### src/rtl/rdPipePkg.sv
package rdPipePkg;
  parameter int BANK_W = 2;
  parameter int COL_W  = 6;
  parameter int WORD_W = 16;
  parameter int ARG_W  = 3;

  typedef enum logic [2:0] {
    OP_NOP = 3'd0, OP_ACT = 3'd1, OP_PRE = 3'd2,
    OP_RD = 3'd3, OP_SETCL = 3'd4, OP_SETAL = 3'd5
  } cmdOp_e;

  typedef struct packed {
    logic             valid;
    logic [BANK_W-1:0] bank;
    logic [COL_W-1:0]  col;
    logic             bl8;
    logic             ap;
  } rdSlot_t;

  typedef struct packed {
    logic             dataEn;
    logic             preEn;
    logic [BANK_W-1:0] bank;
    logic [COL_W-1:0]  colA;
    logic [COL_W-1:0]  colB;
  } dpStrobe_t;

  function automatic logic [COL_W-1:0] wrapCol(input logic [COL_W-1:0] col,
                                               input logic bl8,
                                               input logic [2:0] idx);
    logic [COL_W-1:0] mask;
    logic [COL_W-1:0] sum;
    mask = bl8 ? COL_W'(7) : COL_W'(3);
    sum  = col + COL_W'(idx);
    return (col & ~mask) | (sum & mask);
  endfunction

  function automatic logic [WORD_W-1:0] cellWord(input logic [BANK_W-1:0] bank,
                                                 input logic [COL_W-1:0] col);
    return WORD_W'({8'(bank), 8'(col) ^ 8'hA5});
  endfunction
endpackage

### src/rtl/rdCtrl.sv
module rdCtrl
  import rdPipePkg::*;
#(
  parameter int CL_MIN = 3,
  parameter int CL_MAX = 6,
  parameter int AL_MAX = 4
) (
  input  logic              clk,
  input  logic              rstN,
  input  logic [2:0]        cmdOp,
  input  logic [BANK_W-1:0] cmdBank,
  input  logic [COL_W-1:0]  cmdCol,
  input  logic              cmdBl8,
  input  logic              cmdAp,
  input  logic [ARG_W-1:0]  cmdArg,
  output dpStrobe_t         strb,
  output logic              rdErr
);
  localparam int RL_MAX    = AL_MAX + CL_MAX;
  localparam int LAT_W     = $clog2(RL_MAX + 1);
  localparam int NUM_BANKS = 1 << BANK_W;
  localparam logic [ARG_W-1:0] CL_LO = ARG_W'(CL_MIN);
  localparam logic [ARG_W-1:0] CL_HI = ARG_W'(CL_MAX);
  localparam logic [ARG_W-1:0] AL_HI = ARG_W'(AL_MAX);

  cmdOp_e op;
  assign op = cmdOp_e'(cmdOp);

  logic [LAT_W-1:0]     clReg, alReg, rl, dataIdx, preIdx;
  logic [NUM_BANKS-1:0] bankOpen;
  rdSlot_t              pipe [RL_MAX];
  rdSlot_t              tapData, tapPre, newSlot;
  logic                 active, curBl8, curAp;
  logic [2:0]           left, nLeft;
  logic [1:0]           pair, nPair;
  logic                 nActive, apClose, accept;
  logic [BANK_W-1:0]    curBank;
  logic [COL_W-1:0]     curCol;

  assign rl      = alReg + clReg;
  assign dataIdx = rl - LAT_W'(1);
  assign preIdx  = rl - LAT_W'(2);
  assign tapData = pipe[dataIdx];
  assign tapPre  = pipe[preIdx];
  assign accept  = (op == OP_RD) && bankOpen[cmdBank];
  assign newSlot = '{valid: accept, bank: cmdBank, col: cmdCol, bl8: cmdBl8, ap: cmdAp};

  always_comb begin
    nActive = active;
    nLeft   = left;
    nPair   = pair;
    strb    = '0;
    if (tapData.valid) begin
      nActive     = 1'b1;
      nLeft       = tapData.bl8 ? 3'd4 : 3'd2;
      nPair       = 2'd0;
      strb.dataEn = 1'b1;
      strb.bank   = tapData.bank;
      strb.colA   = wrapCol(tapData.col, tapData.bl8, 3'd0);
      strb.colB   = wrapCol(tapData.col, tapData.bl8, 3'd1);
    end else if (active && left > 3'd1) begin
      nLeft       = left - 3'd1;
      nPair       = pair + 2'd1;
      strb.dataEn = 1'b1;
      strb.bank   = curBank;
      strb.colA   = wrapCol(curCol, curBl8, {nPair, 1'b0});
      strb.colB   = wrapCol(curCol, curBl8, {nPair, 1'b1});
    end else begin
      nActive = 1'b0;
    end
    strb.preEn = tapPre.valid && !strb.dataEn;
  end

  assign apClose = active && curAp && (left == 3'd1 || tapData.valid);

  always_ff @(posedge clk) begin
    if (!rstN) begin
      clReg    <= LAT_W'(CL_MIN);
      alReg    <= '0;
      bankOpen <= '0;
      for (int i = 0; i < RL_MAX; i++) pipe[i] <= '0;
      active   <= 1'b0;
      left     <= '0;
      pair     <= '0;
      curBank  <= '0;
      curCol   <= '0;
      curBl8   <= 1'b0;
      curAp    <= 1'b0;
      rdErr    <= 1'b0;
    end else begin
      pipe[0] <= newSlot;
      for (int i = 1; i < RL_MAX; i++) pipe[i] <= pipe[i-1];
      if (tapData.valid) begin
        curBank <= tapData.bank;
        curCol  <= tapData.col;
        curBl8  <= tapData.bl8;
        curAp   <= tapData.ap;
      end
      active <= nActive;
      left   <= nLeft;
      pair   <= nPair;
      rdErr  <= (op == OP_RD) && !bankOpen[cmdBank];
      if (apClose) bankOpen[curBank] <= 1'b0;
      case (op)
        OP_ACT:   bankOpen[cmdBank] <= 1'b1;
        OP_PRE:   bankOpen[cmdBank] <= 1'b0;
        OP_SETCL: if (cmdArg >= CL_LO && cmdArg <= CL_HI) clReg <= LAT_W'(cmdArg);
        OP_SETAL: if (cmdArg <= AL_HI) alReg <= LAT_W'(cmdArg);
        default: ;
      endcase
    end
  end
endmodule

### src/rtl/rdData.sv
module rdData
  import rdPipePkg::*;
(
  input  logic              clk,
  input  logic              rstN,
  input  dpStrobe_t         strb,
  output logic [WORD_W-1:0] dqRise,
  output logic [WORD_W-1:0] dqFall,
  output logic              dqOe,
  output logic [1:0]        dqs,
  output logic [1:0]        dqsN,
  output logic              dqsOe
);
  localparam int COLS  = 1 << COL_W;
  localparam int CELLS = (1 << BANK_W) * COLS;

  logic [WORD_W-1:0] cells [CELLS];

  for (genvar gi = 0; gi < CELLS; gi++) begin : g_cell
    assign cells[gi] = cellWord(BANK_W'(gi / COLS), COL_W'(gi % COLS));
  end

  always_ff @(posedge clk) begin
    if (!rstN) begin
      dqRise <= '0;
      dqFall <= '0;
      dqOe   <= 1'b0;
      dqs    <= 2'b00;
      dqsN   <= 2'b00;
      dqsOe  <= 1'b0;
    end else begin
      dqOe  <= strb.dataEn;
      dqsOe <= strb.dataEn || strb.preEn;
      if (strb.dataEn) begin
        dqRise <= cells[{strb.bank, strb.colA}];
        dqFall <= cells[{strb.bank, strb.colB}];
        dqs    <= 2'b10;
        dqsN   <= 2'b01;
      end else begin
        dqRise <= '0;
        dqFall <= '0;
        dqs    <= 2'b00;
        dqsN   <= strb.preEn ? 2'b11 : 2'b00;
      end
    end
  end
endmodule

### src/rtl/rdPipe.sv
module rdPipe
  import rdPipePkg::*;
#(
  parameter int CL_MIN = 3,
  parameter int CL_MAX = 6,
  parameter int AL_MAX = 4
) (
  input  logic              clk,
  input  logic              rstN,
  input  logic [2:0]        cmdOp,
  input  logic [BANK_W-1:0] cmdBank,
  input  logic [COL_W-1:0]  cmdCol,
  input  logic              cmdBl8,
  input  logic              cmdAp,
  input  logic [ARG_W-1:0]  cmdArg,
  output logic [WORD_W-1:0] dqRise,
  output logic [WORD_W-1:0] dqFall,
  output logic              dqOe,
  output logic [1:0]        dqs,
  output logic [1:0]        dqsN,
  output logic              dqsOe,
  output logic              rdErr
);
  dpStrobe_t strb;

  rdCtrl #(.CL_MIN(CL_MIN), .CL_MAX(CL_MAX), .AL_MAX(AL_MAX)) u_ctrl (
    .clk(clk), .rstN(rstN), .cmdOp(cmdOp), .cmdBank(cmdBank), .cmdCol(cmdCol),
    .cmdBl8(cmdBl8), .cmdAp(cmdAp), .cmdArg(cmdArg), .strb(strb), .rdErr(rdErr)
  );

  rdData u_data (
    .clk(clk), .rstN(rstN), .strb(strb), .dqRise(dqRise), .dqFall(dqFall),
    .dqOe(dqOe), .dqs(dqs), .dqsN(dqsN), .dqsOe(dqsOe)
  );
endmodule

### config.mk
export PLATFORM = sky130hd
export DESIGN_NAME = rdPipe
export DESIGN_NICKNAME = d
export VERILOG_FILES = /design/src/rtl/rdPipePkg.sv /design/src/rtl/rdCtrl.sv /design/src/rtl/rdData.sv /design/src/rtl/rdPipe.sv
export SDC_FILE = /design/constraint.sdc
export NUM_CORES = 1
export LEC_CHECK = 0
export BUFFER_PORTS_ARGS = -buffer_cell sky130_fd_sc_hd__buf_2
export CORE_UTILIZATION = 53
export DETAILED_ROUTE_END_ITERATION = 12
export PLACE_DENSITY = 0.76
export SYNTH_ARGS = -nofsm -noshare
export SYNTH_HDL_FRONTEND = slang
export SYNTH_SLANG_ARGS = --single-unit
export TNS_END_PERCENT = 5
### constraint.sdc
create_clock -name clk -period 3.02 [get_ports clk]
set_input_delay 0.604 -clock clk [delete_from_list [all_inputs] [get_ports clk]]
set_output_delay 0.604 -clock clk [all_outputs]
set_load 0.02 [all_outputs]
### Word-level counts from Yosys, hierarchy flattened

Memory sizes are Yosys's and may differ from the RTL's. A register that Yosys moved wholly into a read port is not among the register bits.
Index checks and enable logic that the tools add are counted.

| cells by class | value |
|---|---|
| reductions and logical operators | 21 |
| bitwise gates (word level) | 30 |
| mux-type cells | 35 |
| $add $sub $neg | 8 |
| order comparisons | 8 |
| equal/unequal tests | 7 |

Operators by type and width:

| operator | count |
|---|---|
| $mux 11 | 10 |
| $and 6x6->6 | 6 |
| $mux 14 | 2 |
| $or 6x6->6 | 4 |
| $not 8->9 | 2 |
| $mux 3 | 5 |
| $add 6x3->6 | 2 |
| $not 6->6 | 2 |
| $mux 1 | 10 |
| $or 1x1->1 | 10 |
| $logic_and 1x1->1 | 9 |
| $and 4x4->4 | 2 |
| $mux 4 | 2 |
| $not 4->4 | 2 |
| $pmux 4 s2 | 1 |
| $add 6x1->6 const B | 1 |
| $eq 3x1->1 const B | 2 |
| $eq 3x2->1 const B | 2 |
| $eq 3x3->1 const B | 2 |
| $le 3x3->1 const B | 2 |
| $lt 2x3->1 const B | 2 |
| $reduce_and 2->1 | 3 |
| $add 3x3->4 | 1 |
| $demux 1 s2 | 2 |
| 16 further kinds | 23 |

| storage, ports and cells | value |
|---|---|
| register bits after elaboration | 33 |
| memory bits (read-only) | 8192 |
| memories kept | 3 |
| word-level logic and storage cells | 128 |
| memory bits (writable) | 110 |
| bits of input ports | 18 |
| output and inout bits | 39 |

Memories:

| name | depth | width | rd ports | clocked after memory_dff | write ports | line | RTL |
|---|---|---|---|---|---|---|---|
| (name not given) | 256 | 16 | 1 | 1 | 0 | rdData.sv:35 | `dqRise <= cells[{strb.bank, strb.colA}];` |
| (name not given) | 256 | 16 | 1 | 1 | 0 | rdData.sv:36 | `dqFall <= cells[{strb.bank, strb.colB}];` |
| u_ctrl.pipe | 10 | 11 | 11 | 0 | 10 | rdCtrl.sv:31 | `rdSlot_t pipe [RL_MAX];` |

### Longest topological paths before layout

| logic depth | value |
|---|---|
| depth after elaboration | 10 |
| depth in mapped cells | 15 |
| mapped depth without buffers | 13 |

### Hierarchy

Synthesis repeated with hierarchy kept, for this count alone.

| unflattened totals | value |
|---|---|
| cells, all modules | 574 |
| area, all modules | 6329.8 µm² |

Modules (own cells, without submodules):

| module | area each (µm²) | sequential area each (µm²) | cells an instance | instances |
|---|---|---|---|---|
| rdCtrl | 5660.4 | 2742.6 | 515 | 1 |
| rdData | 669.4 | 360.3 | 59 | 1 |

### Worst setup path before layout

No wires, ideal clock.

| timing | value |
|---|---|
| kind | register to register |
| from | reg u_ctrl.alReg[0] |
| to | reg u_ctrl.curBank[0] |
| required time | 2.898 ns |
| library setup time | 0.122 ns |
| data arrival time | 2.971 ns |
| stages on the path, launching flop included | 13 |
| clock period less this slack | 3.093 ns |
| slack | -0.073 ns |
| buffers on the path | 5 |
| cell sequence | dfxtp_1 -> ha_1 -> buf_6 -> buf_4 -> buf_4 -> inv_1 -> ha_1 -> buf_2 -> buf_1 -> mux4_2 -> mux2_2 -> o211ai_2 -> a21boi_1 |

| between the ends | value |
|---|---|
| longest elaborated chain between the ends | 3 |

RTL lines:

| element | line | RTL |
|---|---|---|
| from (decl) | rdCtrl.sv:29 | `logic [LAT_W-1:0] clReg, alReg, rl, dataIdx, preIdx;` |
| from (signal assigned) | rdCtrl.sv:108 | `OP_SETAL: if (cmdArg <= AL_HI) alReg <= LAT_W'(cmdArg);` |
| $add 3x3->4 | rdCtrl.sv:40 | `assign rl = alReg + clReg;` |
| $sub 4x1->4 | rdCtrl.sv:41 | `assign dataIdx = rl - LAT_W'(1);` |
| $mem_v2 10x11 | -- |  |
| to (signal assigned) | rdCtrl.sv:94 | `curBank <= tapData.bank;` |
| to (decl) | rdCtrl.sv:37 | `logic [BANK_W-1:0] curBank;` |

Every way passes these cells.
A chain may end at the register's enable or synchronous reset.

### Worst setup path after layout

| timing | value |
|---|---|
| from | reg u_ctrl.alReg[0] |
| to | reg u_ctrl.bankOpen[3] |

| between the ends | value |
|---|---|
| longest elaborated chain between the ends | 9 |
| elaborated cells on any way between the ends | 10 |
| those cells by class | add/sub: 2; mux: 3; bitwise: 2; reduce/logical: 2; memory: 1 |

RTL lines:

| element | line | RTL |
|---|---|---|
| $add 3x3->4 (*) | rdCtrl.sv:40 |  |
| $sub 4x1->4 (*) | rdCtrl.sv:41 |  |
| $mem_v2 10x11 (*) | -- |  |
| $logic_or 1x1->1 (*) | rdCtrl.sv:74 | `assign apClose = active && curAp && (left == 3'd1 \|\| tapData.valid);` |
| $logic_and 1x1->1 (*) | rdCtrl.sv:74 |  |
| $mux 4 (*) | rdCtrl.sv:103 | `if (apClose) bankOpen[curBank] <= 1'b0;` |
| $mux 4 (*) | rdCtrl.sv:77 | `if (!rstN) begin` |
| $and 4x4->4 (no line) or $or 4x4->4 (tied branches) | -- |  |
| $pmux 4 s2 (*) | rdCtrl.sv:104 | `case (op)` |
| to (signal, indexed assignment) | rdCtrl.sv:103 |  |
| to (signal, indexed assignment) | rdCtrl.sv:105 | `OP_ACT: bankOpen[cmdBank] <= 1'b1;` |
| to (signal, indexed assignment) | rdCtrl.sv:106 | `OP_PRE: bankOpen[cmdBank] <= 1'b0;` |
| to (decl) | rdCtrl.sv:30 | `logic [NUM_BANKS-1:0] bankOpen;` |

Every way passes the cells marked *; elsewhere a longest branch is shown, timed or not. The select of a mux whose other input is x is not followed.

==> reports/metrics.cfg <==
[clocking]
numCtsBuffers = 17
clockBufferDepth = 2
cts-hold-fix-buffers = 0
clk_latency_ns = 0.41
root_buffer = clkbuf_16
cts.sinks = 152
post_cts_resized = 2
postCtsSetupRepairBufs = 0
clk_pin_slew_ns = 0.06
cts_tree = done
htree_levels = 4

[timing]
slew_viol_final = 0
hold_slack_ns = 0.394
period_share = 0.972
fin_crit_ns = 2.94
hold_viol = 0
fmax_mhz = 341
rsz0062_at_grt = true
layout_setup_ws_ns = 0.0833
setup_viol_count_final = 0
fin_worst_skew_ns = 0.00635
worst_slew_pin_slew_ns = 0.791
relSlewSlack = 0.467

[power_and_ir_drop]
p_leak_uw = 0.00294
power_density_mw_per_mm2 = 634
max-vdd-ir-drop_v = 0.000514

[critical_path]
cp-start-kind = register
crit_start = u_ctrl.alReg[0]$_SDFFE_PN0P_
path_cells = ha_2, fa_1, xnor2_4, ha_1, nand2_1, nand2_1, xor2_2, buf_12, mux2_4, a21oi_4, a31oi_1, o21a_1
required_ns = 3.33
cp_max_fo = 20
end_kind = register
path_buf_inv = 1
critical_path.top_delay_family = adder cells
cp_slowest_stage_delay_ns = 0.45
arrival_ns = 3.24
critPathKind = register to register
crit_slowest_cell = fa_1
reg2reg_from = u_ctrl.alReg[0]$_SDFFE_PN0P_
cp_common_cell = nand2_1

[placement]
dp.cells = 698
dp_hpwl_um = 7080
place_ws_ns = -0.0660
dpl_cell_area_mm2 = 0.00635
portBuffers = 41
gp_congestion = 0.762

[layout]
nFillCells = 860
nets = 607
drive_gt1_frac = 0.228
final_cell_area_mm2 = 0.00698
num_antenna_cells = 0
instances_no_fill = 729
fin_util = 0.633
areaGrowthSynthToFinish_pct = 14.7

[die]
die-width_um = 109
initial_core_util = 0.551
die_area_mm2 = 0.0119
die_h_um = 109
io_pins = 57
num_rows = 38
core_mm2 = 0.0110

[synth]
synth_top_area_share = 0.500
yosysSeqAreaShare = 0.500
yosysTopAreaCell = dfxtp_1
yosys-top-cells-area = dfxtp_1 (50%), and2_1 (12%), mux4_2 (9.3%)
synth-async-reset-ratio = 0
syn_avg_cell_area_um2 = 11.2
syn_inst = 544
synth_cell_types = 47
ys.flop_type = dfxtp_1
yosys_warnings = 0
synth_edf_count = 0
mappedNetlistArea_mm2 = 0.00608
synth-seq-cells = 152

[route]
initialDrtViolationCount = 196
avgViaCountPerCell = 5.16
drc = 0
ant_nets = 0
avgRoutedWirePerCell_um = 14.9
wirelength_um = 10800
vias = 3758
firstDrtPassIters = 4

[global_route]
globalRouteOverflowTotal = 0
grt_pass1_vias = 3786
grt_use_total = 0.203
antenna_found_initial = 0
grt_max_degree = 120
grt_pass1_wl_um = 18100

[job]
drv_cap = 0

[min_path]
hp-class = input pin to register
hp-start = cmdCol[4]

[status]
status = complete, no violations

-- layout by cell type, fill, tap and decap left out, drive strengths merged, types with 6 or more instances in the layout --
cell type    n
clkbuf      20
nor2b        6
a21boi      18
o21a         9
o21ai       10
ha          10
conb        15
nor2        15
dfxtp      152
and2       115
nand2       41
a21oi        7
mux2         7
mux4        25
buf         51
clkinv       6
inv          7
xor2         8
mux2i       21
-- metrics by stage --
step	total power (µW)	setup TNS (ns)
finish	4430	0
global route	4580	-0.325
CTS	4450	0
detailed placement	2390	-0.278
global placement	2380	0
floorplan	2310	-0.0319
-- registers in the layout, summed over array words and instances (netlist names), 2 cells and up --
name             count
u_ctrl.clReg         3
u_ctrl.pipe        110
u_ctrl.bankOpen      4
u_ctrl.left          3
u_ctrl.curBank       2
u_data.dqRise        3
u_data.dqFall        9
u_ctrl.pair          2
u_ctrl.curCol        6
u_ctrl.alReg         3
-- path summary, 6_finish.rpt --
kind / end / slack (ns) / cells past startpoint
setup reg to reg: u_ctrl.bankOpen[3]$_SDFF_PN0_ / 0.08 / 12
hold / removal: u_ctrl.pipe[0][6]$_SDFF_PN0_ / 0.39 / 2
hold reg to reg: u_ctrl.pipe[7][8]$_SDFF_PN0_ / 0.45 / 1
setup / recovery: u_ctrl.bankOpen[3]$_SDFF_PN0_ / 0.08 / 12
-- kinds of logic (layout without fill, tap and decap cells) --
group / count (synthesis) / count (layout) / synth area share
AOI/OAI and AO/OA: 63 / 63 / 0.0769
xor gates and xnor gates: 13 / 13 / 0.0230
and+or+nand+nor: 192 / 192 / 0.175
adders and majority gates: 12 / 12 / 0.0271
DFF: 152 / 152 / 0.500
buffers and inverters: 58 / 89 / 0.0561
other: 1 / 15 / 0.000616
muxes: 53 / 53 / 0.141
-- per-layer routing --
layer	wire length (µm)	GRT usage
met4	117	0.0763
met5	0	0
met2	5490	0.341
met3	414	0.0544
met1	4820	0.248
-- synthesized netlist by cell type, types with 2 or more instances --
library cell and number:
fa_1 2, o211ai_2 4, clkbuf_1 17, nor2b_1 6, nand2_1 41, mux4_2 25, mux2_2 6, a31oi_1 4
inv_1 7, buf_2 3, mux2i_1 20, a21oi_1 5, a21boi_1 16, a211oi_1 5, nand2b_1 4, nand3_1 3
o21ai_0 10, buf_6 2, xnor2_1 4, o21a_1 9, dfxtp_1 152, and2_1 115, ha_1 10, nor3_1 4
a21boi_0 2, xor2_1 7, buf_4 28, nor2_1 14
-- report_power, final --
part / internal, µW / switching (µW) / leakage (µW) / total (µW)
Sequential: 2030 / 12.9 / 0.00123 / 2040
Clock: 1280 / 798 / 0.000284 / 2070
Combinational: 140 / 169 / 0.00142 / 309
-- layout make-up --
type	instances	area [µm²]	area share
Timing Repair Buffer	51	345	0.0495
Inverter	7	26.3	0.00376
Sequential cell	152	3040	0.436
Clock inverter	11	124	0.0177
Tap cell	140	175	0.0251
Clock buffer	20	467	0.0669
Multi-Input combinational cell	348	2800	0.401
No activity file was read; power rests on OpenSTA's default activity.
